File: src/rtl/page_walker_pkg.sv
package page_walker_pkg;
  localparam int unsigned OFS_W = 12;
  typedef enum logic [1:0] {ST_IDLE, ST_REQ, ST_WAIT, ST_DONE} walk_st_e;
endpackage

File: src/rtl/page_walker_idx.sv
module page_walker_idx #(
  parameter int unsigned LEVELS = 4,
  parameter int unsigned IDX_W  = 9,
  localparam int unsigned VPN_W = LEVELS * IDX_W,
  localparam int unsigned LVL_W = $clog2(LEVELS)
) (
  input  logic [VPN_W-1:0] vpn_i,
  input  logic [LVL_W-1:0] level_i,
  output logic [IDX_W-1:0] idx_o
);
  logic [IDX_W-1:0] field [LEVELS];

  // level 0 takes the most significant slice
  for (genvar l = 0; l < LEVELS; l++) begin : g_field
    assign field[l] = vpn_i[(LEVELS-1-l)*IDX_W +: IDX_W];
  end

  assign idx_o = field[level_i];
endmodule

File: src/rtl/page_walker_addr.sv
module page_walker_addr #(
  parameter int unsigned PPN_W = 40,
  parameter int unsigned IDX_W = 9,
  parameter int unsigned PTE_W = 64,
  localparam int unsigned ADDR_W = PPN_W + page_walker_pkg::OFS_W,
  localparam int unsigned ENT_LG = $clog2(PTE_W / 8)
) (
  input  logic [PPN_W-1:0]  base_i,
  input  logic [IDX_W-1:0]  idx_i,
  output logic [ADDR_W-1:0] addr_o
);
  assign addr_o = {base_i, {page_walker_pkg::OFS_W{1'b0}}} + (ADDR_W'(idx_i) << ENT_LG);
endmodule

File: src/rtl/page_walker_fsm.sv
module page_walker_fsm
  import page_walker_pkg::*;
#(
  parameter int unsigned LEVELS = 4,
  parameter int unsigned IDX_W  = 9,
  parameter int unsigned PPN_W  = 40,
  parameter int unsigned PTE_W  = 64,
  localparam int unsigned VPN_W = LEVELS * IDX_W,
  localparam int unsigned LVL_W = $clog2(LEVELS)
) (
  input  logic             clk_i,
  input  logic             rst_ni,
  input  logic             req_valid_i,
  input  logic [VPN_W-1:0] req_vpn_i,
  input  logic [PPN_W-1:0] root_base_i,
  input  logic             mem_req_ready_i,
  input  logic             mem_rsp_valid_i,
  input  logic [PTE_W-1:0] mem_rsp_data_i,
  output walk_st_e         state_o,
  output logic [VPN_W-1:0] vpn_o,
  output logic [PPN_W-1:0] base_o,
  output logic [LVL_W-1:0] level_o,
  output logic             fault_o,
  output logic [PPN_W-1:0] ppn_o
);
  localparam logic [LVL_W-1:0] LAST = LVL_W'(LEVELS - 1);

  walk_st_e         st_q;
  logic [VPN_W-1:0] vpn_q;
  logic [PPN_W-1:0] base_q, ppn_q;
  logic [LVL_W-1:0] lvl_q;
  logic             fault_q;

  logic             present;
  logic [PPN_W-1:0] pte_ppn;
  logic             unused_pte_bits;

  assign present         = mem_rsp_data_i[0];
  assign pte_ppn         = mem_rsp_data_i[OFS_W +: PPN_W];
  assign unused_pte_bits = ^{mem_rsp_data_i[PTE_W-1:OFS_W+PPN_W], mem_rsp_data_i[OFS_W-1:1]};

  always_ff @(posedge clk_i or negedge rst_ni) begin
    if (!rst_ni) begin
      st_q    <= ST_IDLE;
      vpn_q   <= '0;
      base_q  <= '0;
      lvl_q   <= '0;
      fault_q <= 1'b0;
      ppn_q   <= '0;
    end else begin
      unique case (st_q)
        ST_IDLE: if (req_valid_i) begin
          vpn_q  <= req_vpn_i;
          base_q <= root_base_i;
          lvl_q  <= '0;
          st_q   <= ST_REQ;
        end
        ST_REQ: if (mem_req_ready_i) st_q <= ST_WAIT;
        ST_WAIT: if (mem_rsp_valid_i) begin
          if (!present) begin
            fault_q <= 1'b1;
            ppn_q   <= '0;
            st_q    <= ST_DONE;
          end else if (lvl_q == LAST) begin
            fault_q <= 1'b0;
            ppn_q   <= pte_ppn;
            st_q    <= ST_DONE;
          end else begin
            base_q <= pte_ppn;
            lvl_q  <= lvl_q + 1'b1;
            st_q   <= ST_REQ;
          end
        end
        default: st_q <= ST_IDLE;
      endcase
    end
  end

  assign state_o = st_q;
  assign vpn_o   = vpn_q;
  assign base_o  = base_q;
  assign level_o = lvl_q;
  assign fault_o = fault_q;
  assign ppn_o   = ppn_q;
endmodule

File: src/rtl/page_walker.sv
module page_walker
  import page_walker_pkg::*;
#(
  parameter int unsigned LEVELS = 4,
  parameter int unsigned IDX_W  = 9,
  parameter int unsigned PPN_W  = 40,
  parameter int unsigned PTE_W  = 64,
  localparam int unsigned VPN_W  = LEVELS * IDX_W,
  localparam int unsigned LVL_W  = $clog2(LEVELS),
  localparam int unsigned ADDR_W = PPN_W + OFS_W
) (
  input  logic              clk_i,
  input  logic              rst_ni,
  input  logic              req_valid_i,
  output logic              req_ready_o,
  input  logic [VPN_W-1:0]  req_vpn_i,
  input  logic [PPN_W-1:0]  root_base_i,
  output logic              mem_req_valid_o,
  input  logic              mem_req_ready_i,
  output logic [ADDR_W-1:0] mem_req_addr_o,
  input  logic              mem_rsp_valid_i,
  input  logic [PTE_W-1:0]  mem_rsp_data_i,
  output logic              done_valid_o,
  output logic              done_fault_o,
  output logic [LVL_W-1:0]  done_level_o,
  output logic [PPN_W-1:0]  done_ppn_o
);
  walk_st_e         st;
  logic [VPN_W-1:0] vpn;
  logic [PPN_W-1:0] base;
  logic [LVL_W-1:0] lvl;
  logic [IDX_W-1:0] idx;

  page_walker_fsm #(
    .LEVELS(LEVELS), .IDX_W(IDX_W), .PPN_W(PPN_W), .PTE_W(PTE_W)
  ) u_fsm (
    .clk_i           (clk_i),
    .rst_ni          (rst_ni),
    .req_valid_i     (req_valid_i),
    .req_vpn_i       (req_vpn_i),
    .root_base_i     (root_base_i),
    .mem_req_ready_i (mem_req_ready_i),
    .mem_rsp_valid_i (mem_rsp_valid_i),
    .mem_rsp_data_i  (mem_rsp_data_i),
    .state_o         (st),
    .vpn_o           (vpn),
    .base_o          (base),
    .level_o         (lvl),
    .fault_o         (done_fault_o),
    .ppn_o           (done_ppn_o)
  );

  page_walker_idx #(.LEVELS(LEVELS), .IDX_W(IDX_W)) u_idx (
    .vpn_i   (vpn),
    .level_i (lvl),
    .idx_o   (idx)
  );

  page_walker_addr #(.PPN_W(PPN_W), .IDX_W(IDX_W), .PTE_W(PTE_W)) u_addr (
    .base_i (base),
    .idx_i  (idx),
    .addr_o (mem_req_addr_o)
  );

  assign req_ready_o     = (st == ST_IDLE);
  assign mem_req_valid_o = (st == ST_REQ);
  assign done_valid_o    = (st == ST_DONE);
  assign done_level_o    = lvl;
endmodule

File: config.mk
export PLATFORM = sky130hd
export DESIGN_NAME = page_walker
export DESIGN_NICKNAME = d
export VERILOG_FILES = /design/src/rtl/page_walker_pkg.sv /design/src/rtl/page_walker_idx.sv /design/src/rtl/page_walker_addr.sv /design/src/rtl/page_walker_fsm.sv /design/src/rtl/page_walker.sv
export SDC_FILE = /design/constraint.sdc
export NUM_CORES = 1
export LEC_CHECK = 0
export BUFFER_PORTS_ARGS = -buffer_cell sky130_fd_sc_hd__buf_2
export CELL_PAD_IN_SITES_DETAIL_PLACEMENT = 1
export CELL_PAD_IN_SITES_GLOBAL_PLACEMENT = 2
export CORE_MARGIN = 2
export CORE_UTILIZATION = 29
export DETAILED_ROUTE_END_ITERATION = 8
export HOLD_SLACK_MARGIN = 0.15
export PLACE_DENSITY = 0.88
export SLEW_MARGIN = 10
export SYNTH_ARGS = -nofsm -noshare
export SYNTH_HDL_FRONTEND = slang
export SYNTH_SLANG_ARGS = --single-unit
export TNS_END_PERCENT = 5
File: constraint.sdc
create_clock -name clk_i -period 2.4 [get_ports clk_i]
set_clock_uncertainty 0.15 [all_clocks]
set_input_delay 0.48 -clock clk_i [delete_from_list [all_inputs] [get_ports clk_i]]
set_output_delay 0.48 -clock clk_i [all_outputs]
set_load 0.05 [all_outputs]
Yosys cells after proc, flatten, opt, wreduce, memory -nomap -nowiden

Index checks and enable logic that the tools add are counted.
W data, S select, Z words.

Add/subtract/negate cells: 2
Magnitude comparators: 1
Equality and inequality tests: 10
Multiplexer cells: 23
Bitwise gates (word level): 1
Reduce and logical (&&, ||, !) cells: 6

Operators by type and width:

| cell                  | number |
|---|---|
| $mux W40              | 6 |
| $pmux W40 S2          | 1 |
| $add A52 B12 Y52      | 1 |
| $bmux W9 S2           | 1 |
| $mux W2               | 9 |
| $mux W9               | 2 |
| $ne A2 B2 Y1 const B  | 4 |
| $eq A2 B2 Y1 const B  | 3 |
| $pmux W2 S3           | 1 |
| $reduce_and A3 Y1     | 2 |
| $reduce_and A5 Y1     | 1 |
| $ne A2 B1 Y1 const B  | 2 |
| $pmux W2 S2           | 1 |
| $ge A3 B3 Y1 const B  | 1 |
| $not A2 Y3            | 1 |
| $add A2 B1 Y2 const B | 1 |
| $eq A2 B1 Y1 const B  | 1 |
| $logic_not A2 Y1      | 1 |
| $mux W1               | 2 |
| $reduce_and A2 Y1     | 1 |
| $reduce_bool A2 Y1    | 1 |

Register bits: 121
Input bits: 145
Output and inout bits: 98
Logic and storage cells: 49

Logic depth before layout (Yosys ltp)

Gate-level depths: netlist of run 1.

Word-level depth: 5
Depth in mapped cells: 6

Cells and area by module

Synthesis of run 1 repeated with hierarchy kept, for this count alone.

Cells, all modules: 469
Area, all modules: 6023.3 µm²

By module, submodules not included:

| module           | instances | cells an instance | area each (µm²) |
|---|---|---|---|
| page_walker_fsm  | 1         | 402               | 5393.9 |
| page_walker_addr | 1         | 53                | 394.1 |
| page_walker_idx  | 1         | 11                | 219.0 |
| page_walker      | 1         | 3                 | 16.3 |

Least setup slack after synthesis of run 1

No wires, ideal clock.

Kind: reg2out
Start point: register u_fsm.lvl_q[0] (netlist: u_fsm.level_o[0])
End point: output port mem_req_addr_o[10]
Data arrival time: 1.739 ns
Data required time: 1.770 ns
Path slack: 0.031 ns
Stages on the path, launching flop included: 3
Path buffers: 1
Path through: dfrtp_1 > buf_2 > mux4_2

Longest elaborated chain between the ends: 5

Ends and longest elaborated chain:

| what                                       | line                   | RTL |
|---|---|---|
| start: declaration                         | page_walker_fsm.sv:31  | `logic [LVL_W-1:0] lvl_q;` |
| start signal: assignment                   | page_walker_fsm.sv:70  | `lvl_q <= lvl_q + 1'b1;` |
| $not A2 Y3 (not written as such)           | page_walker_idx.sv:18  | `assign idx_o = field[level_i];` |
| $bmux W9 S2                                | page_walker_idx.sv:18  |  |
| $mux W9 (not written as such) (2 in a row) | page_walker_idx.sv:18  |  |
| $add A52 B12 Y52                           | page_walker_addr.sv:12 | `assign addr_o = {base_i, {page_walker_pkg::OFS_W{1'b0}}} + (ADDR_W'(idx_i) << ENT_LG);` |
| end: declaration                           | page_walker.sv:20      | `output logic [ADDR_W-1:0] mem_req_addr_o,` |

No other way between the ends. The select of a mux whose other input is x is not followed.

Worst setup path after layout of run 1

Start point: register u_fsm.lvl_q[0] (netlist: u_fsm.level_o[0])
End point: output port mem_req_addr_o[7]

Same word-level chain as after synthesis.

==> flow_summary.yaml, run 1 <==
clock_network:
  clk_pin_slew_ns: 0.06
  cts_sinks: 121
  cts-root-buf: "clkbuf_16"
  htree_levels: 4
  cts_buffers: 17
  cts_buffer_depth: 2
  insertion_delay_ns: 0.41
  cts_tree: "built"
drt:
  finalWirelength_um: 18700
  drc: 0
  viasPerCell: 4.95
  ant_nets: 0
  drt_iter0_markers: 235
  avgRoutedWirePerCell_um: 19.8
  firstDrtPassIters: 6
  vias: 4683
power_and_ir_drop:
  leakagePower_nw: 3.66
  pwr-share-comb_pct: 50.8
  p_switching_mw: 5.76
  ir_worst_vdd_mv: 0.586
  p_seq_share_pct: 28.5
  clock_power_share_pct: 20.7
  powerDensity_nw_per_um2: 1570
  intPower_mw: 6.61
  p_sw_share_pct: 46.6
  finalPower_mw: 12.4
setup_path:
  crit_arrival_ns: 1.75
  cp_data_required_time_ns: 1.77
  cp_max_fo: 12
  worstSetupStartpointType: "flip-flop"
  rr_startpoint: "u_fsm.level_o[0]"
  critPathKind: "flip-flop to primary output"
  endpoint_kind: "primary output"
  timing.reg2reg.setup_slack_ns: 0.12
  r2r_end: "u_fsm.base_o[21]"
  rr_worst_depth: 4
finish:
  register_area_um2: 3030
  instances_no_fill: 947
  final_cell_mix: "209 x buf_2, 121 x dfrtp_1, 79 x o21ai_0"
  fillCellCount: 2083
  multiInputGateArea_um2: 2200
  layout_commonest_cell: "buf_2"
  syn2layout_area_growth_pct: 43.5
  nNetsFinal: 842
  layout-drive-gt1-share_pct: 48.0
grt:
  grt_max_degree: 118
  grt_pass1_wl_um: 29200
  grt_pass1_vias: 5136
  grt_usage_pct: 19.0
  antenna_found_initial: 5
  grt-ovfl-total: 0
placement:
  port_buffers: 216
  dp.cells: 863
  gp_congestion: 0.768
  hpwl_um: 12100
yosys:
  yosysTopAreaCell: "dfrtp_1"
  netlist.area_leader.share_pct: 55.1
  yosys_warnings: 0
  synth_cell_types: 32
  mappedNetlistArea_um2: 5490
  ys_seq_area_share_pct: 55.1
  syn_area_per_cell_um2: 12.6
  synth_area_leaders: "dfrtp_1 55%, mux2_4 8.2%, o21ai_0 7.2%, o221a_2 6.8%, nand2b_1 5.0%"
  synth-seq-cells: 121
  postSynthCellCount: 436
timing:
  finalSetupViolCount: 0
  maxSlewHeadroom_pct: 25.9
  tightest_slew_ns: 1.11
  fin_setup_tns_ns: 0
  slew_violations: 0
  hold_viol: 0
  fin_hold_ws_ns: 0.175
  rsz0062_at_grt: "true"
  fmax_mhz: 420
  finalCritPeriodShare_pct: 99.1
  final.min_clock_period_ns: 2.38
job:
  maxCapViolCount: 0
floorplan:
  boundaryPins: 243
  core_area_um2: 18600
  die_y_um: 142
  start_util_pct: 29.5
  die-area_um2: 20100
  die_x_um: 142
  rows: 50
worst_hold_path:
  hold_depth: 3
  hold_end: "u_fsm.ppn_o[14]"
  min_from: "mem_rsp_data_i[26]"
  hp-class: "primary input to flip-flop"
run_status:
  outcome: "completed"
==> Yosys cell counts <==
library cell	number
dfrtp_1	121
o21ai_0	79
nand2b_1	44
nand2_1	43
o221a_2	33
mux2_4	30
clkbuf_1	15
mux4_2	9
buf_2	7
o221a_1	7
buf_6	6
mux2_1	6
o21ai_1	5
clkbuf_2	4
nand3_1	4
buf_12	3
buf_4	3
and2_1	2
or3_1	2
and2b_1	1
buf_8	1
conb_1	1
ha_1	1
inv_1	1
nand3b_1	1
nand3b_4	1
nor2_1	1
nor2b_1	1
nor3b_4	1
o21bai_1	1
o21bai_4	1
o22ai_1	1
==> critical path, cell delays in order (launching register included) <==
cell and delay, ns:
dfrtp_1 0.41, buf_12 0.18, mux4_2 0.55, buf_6 0.18
==> area by class of cell <==
class / count / area share (%)
timing repair buffer: 278 / 22.3
antenna: 4 / 0.127
inverter: 1 / 0.0476
tap: 234 / 3.71
clock inverter: 14 / 1.91
sequential: 121 / 38.4
clock buffer: 18 / 5.57
multi-input combinational: 277 / 28.0
==> what timing repair did <==
item / CTS / global route
resized for setup: 9 / 8
hold endpoints to repair: 166 / 1
pin swaps: 0 / 1
buffers inserted: 1 / 0
setup endpoints to repair: 9 / 49
hold buffers: 46 / 1
==> cell families (layout without fill, tap and decap cells) <==
kind of cell	Yosys count	in the layout	share of synthesized area, %
AND/OR/NAND/NOR	101	101	9.93
AO/OA/AOI/OAI	127	127	16.4
flip-flops	121	121	55.1
multiplexers	45	45	13.1
adder cells (fa/ha/maj)	1	1	0.228
other	1	7	0.0683
buffers and inverters	40	311	5.10
==> stage by stage <==
step / cell area (um2) / setup WS [ns] / util, %
finish: 7880 / 0.0212 / 42.3
floorplan: 5500 / 0.0312 / -
detailed placement: 6750 / 0.101 / 36.2
global route: 7880 / -0.0544 / 42.3
global placement: 6750 / 0.217 / 36.2
CTS: 7830 / 0.00334 / 42.0
==> state kept, by name (all words and copies together) (netlist names) <==
register,count
u_fsm.base_o,40
u_fsm.fault_o,1
u_fsm.level_o,2
u_fsm.ppn_o,40
u_fsm.state_o,2
u_fsm.vpn_o,36
==> how the worst max path moves through the flow <==
stage	from	end	slack [ns]	depth (start not counted)
after floorplan	u_fsm.level_o[0]	mem_req_addr_o[10]	0.03	2
after global placement	u_fsm.level_o[0]	u_fsm.base_o[25]	0.22	4
after detailed placement	u_fsm.level_o[0]	u_fsm.base_o[21]	0.10	4
after CTS	u_fsm.level_o[0]	mem_req_addr_o[11]	0.003	3
after global routing	u_fsm.level_o[0]	mem_req_addr_o[7]	-0.05	3
final	u_fsm.level_o[0]	mem_req_addr_o[7]	0.02	3
==> routing by layer <==
metal	share of wire [%]	track usage, %	vias up
met5	0	0	-
met4	2.7	8.26	0
met3	5.0	4.93	35
met2	52	32.5	157
met1	40	22.6	2398
li1	-	-	2093
==> power groups by stage <==
stage	sequential, mW	combinational (mW)	clock (mW)
finish	3.53	6.28	2.55
global placement	3.43	5.89	0
floorplan	5.43	2.67	0
detailed placement	3.50	6.04	0
global route	3.63	6.59	2.70
CTS	3.50	6.20	2.60
Power figures use the tool's default switching activity.
==> run 2: changes to the inputs <==
--- a/config.mk
+++ b/config.mk
@@ -12,4 +12,5 @@
 export CORE_UTILIZATION = 29
 export DETAILED_ROUTE_END_ITERATION = 8
+export GPL_TIMING_DRIVEN = 0
 export HOLD_SLACK_MARGIN = 0.15
 export PLACE_DENSITY = 0.88
--- a/constraint.sdc
+++ b/constraint.sdc
@@ -3,3 +3,3 @@
 set_input_delay 0.48 -clock clk_i [delete_from_list [all_inputs] [get_ports clk_i]]
 set_output_delay 0.48 -clock clk_i [all_outputs]
-set_load 0.05 [all_outputs]
+set_load 0.1 [all_outputs]
==> run 2 against run 1 <==
Sequential cell count is the same. Worst setup slack better by 0.024 ns. First-iteration DRC count shrank 41%. Critical path type unchanged. Critical endpoint is now mem_req_addr_o[11]. Highest routed layer unchanged.
==> flow_summary.yaml, run 2 (synthesized netlist as in run 1, its figures left out) <==
floorplan:
  core_area_um2: 18600
  die_y_um: 142
  boundaryPins: 243
  start_util_pct: 29.5
  die_x_um: 142
  die-area_um2: 20100
  rows: 50
grt:
  grt_pass1_vias: 5206
  grt_pass1_wl_um: 29300
  antenna_found_initial: 3
  grt-ovfl-total: 0
  grt_usage_pct: 19.3
  grt_max_degree: 68
timing:
  slew_violations: 0
  tightest_slew_ns: 0.548
  rsz0062_at_grt: "true"
  hold_viol: 0
  fmax_mhz: 425
  fin_setup_tns_ns: 0
  final.min_clock_period_ns: 2.36
  finalSetupViolCount: 0
  maxSlewHeadroom_pct: 63.5
  finalCritPeriodShare_pct: 98.1
clock_network:
  cts-root-buf: "clkbuf_16"
  htree_levels: 4
  cts_tree: "built"
  cts_sinks: 121
  cts_buffer_depth: 2
  insertion_delay_ns: 0.41
  cts_buffers: 17
  clk_pin_slew_ns: 0.06
setup_path:
  crit_arrival_ns: 1.73
  r2r_end: "u_fsm.base_o[30]"
  cp_max_fo: 3
  worstSetupStartpointType: "flip-flop"
  rr_worst_depth: 5
  endpoint_kind: "primary output"
  timing.reg2reg.setup_slack_ns: 0.33
  rr_startpoint: "u_fsm.level_o[0]"
  cp_data_required_time_ns: 1.77
  critPathKind: "flip-flop to primary output"
worst_hold_path:
  min_from: "req_vpn_i[25]"
  hp-class: "primary input to flip-flop"
  hold_depth: 2
  hold_end: "u_fsm.vpn_o[25]"
finish:
  layout_commonest_cell: "buf_2"
  layout-drive-gt1-share_pct: 48.5
  final_cell_mix: "212 x buf_2, 119 x dfrtp_1, 79 x o21ai_0"
  syn2layout_area_growth_pct: 45.6
  utilization_pct: 42.9
  nNetsFinal: 856
  instances_no_fill: 960
  final_area_um2: 8000
  fillCellCount: 2063
placement:
  dp.cells: 888
  gp_congestion: 0.857
  port_buffers: 215
  placed_area_um2: 6910
  hpwl_um: 13400
job:
  maxCapViolCount: 0
drt:
  avgRoutedWirePerCell_um: 19.9
  ant_nets: 0
  drt_iter0_markers: 139
  firstDrtPassIters: 4
  viasPerCell: 4.85
  vias: 4658
  drc: 0
  finalWirelength_um: 19100
run_status:
  outcome: "completed"
run 2: cell types whose count changed in the layout (fill, tap and decap cells not counted), sizes merged:
cell | previous run | this run
clkbuf | 18 | 36
dlygate4sd3 | 47 | 36
clkinv | 5 | 6
inv | 2 | 3
diode | 4 | 3
buf | 231 | 238
bufinv | 2 | 5
clkinvlp | 6 | 1
run 2: worst max path at each step:
| stage | from | end | slack [ns] | depth (start not counted) |
|---|---|---|---|---|
| 2_1_floorplan | u_fsm.level_o[0] | mem_req_addr_o[10] | -0.1 | 2 |
| 3_3_place_gp | rst_ni | u_fsm.level_o[0] | -1.01 | 1 |
| 3_5_place_dp | u_fsm.level_o[1] | mem_req_addr_o[9] | 0.09 | 3 |
| 4_1_cts | u_fsm.level_o[0] | mem_req_addr_o[5] | 0.01 | 3 |
| 5_1_grt | u_fsm.level_o[0] | mem_req_addr_o[8] | -0.003 | 3 |
| 6_report | u_fsm.level_o[0] | mem_req_addr_o[11] | 0.04 | 3 |
run 2: layer usage:
metal / GRT usage, % / part of all wire (%)
met5: 0 / 0
met4: 8.32 / 2.9
met3: 4.12 / 4.3
met2: 33.9 / 52
met1: 22.8 / 40
run 2: per-stage QoR:
step / worst slack [ns] / hold WS (ns)
after CTS: 0.0119 / 0.151
after floorplan: -0.0957 / 0.0344
after global routing: -0.00326 / 0.160
after global placement: -1.01 / 0.315
after detailed placement: 0.0876 / 0.323
final: 0.0448 / 0.174
run 2: critical path, cell delays in order, from the launching register on:
cell and delay (ns):
dfrtp_2 0.40, buf_4 0.15, mux4_2 0.50, buf_4 0.26
run 2: cell type report:
class                           count  area (um2)  share of cell area [%]
Multi-Input combinational cell    277        2200                    27.5
Clock inverter                     14         220                    2.75
Inverter                            1        3.75                  0.0469
Clock buffer                       18         429                    5.37
Tap cell                          234         293                    3.66
Antenna cell                        3        7.51                  0.0939
Buffer                             39         293                    3.66
Sequential cell                   121        3030                    37.9
Timing Repair Buffer              253        1530                    19.1
run 2: timing repair:
item	CTS	global route
hold buffers	34	2
resized for setup	13	10
endpoints found under the hold margin	87	2
cloned	0	0
buffers inserted	1	0
endpoints found under the setup margin	8	9
Power of run 2 is not shown: default switching activity piles up to over one toggle a cycle in this logic, so the estimate is an artifact.
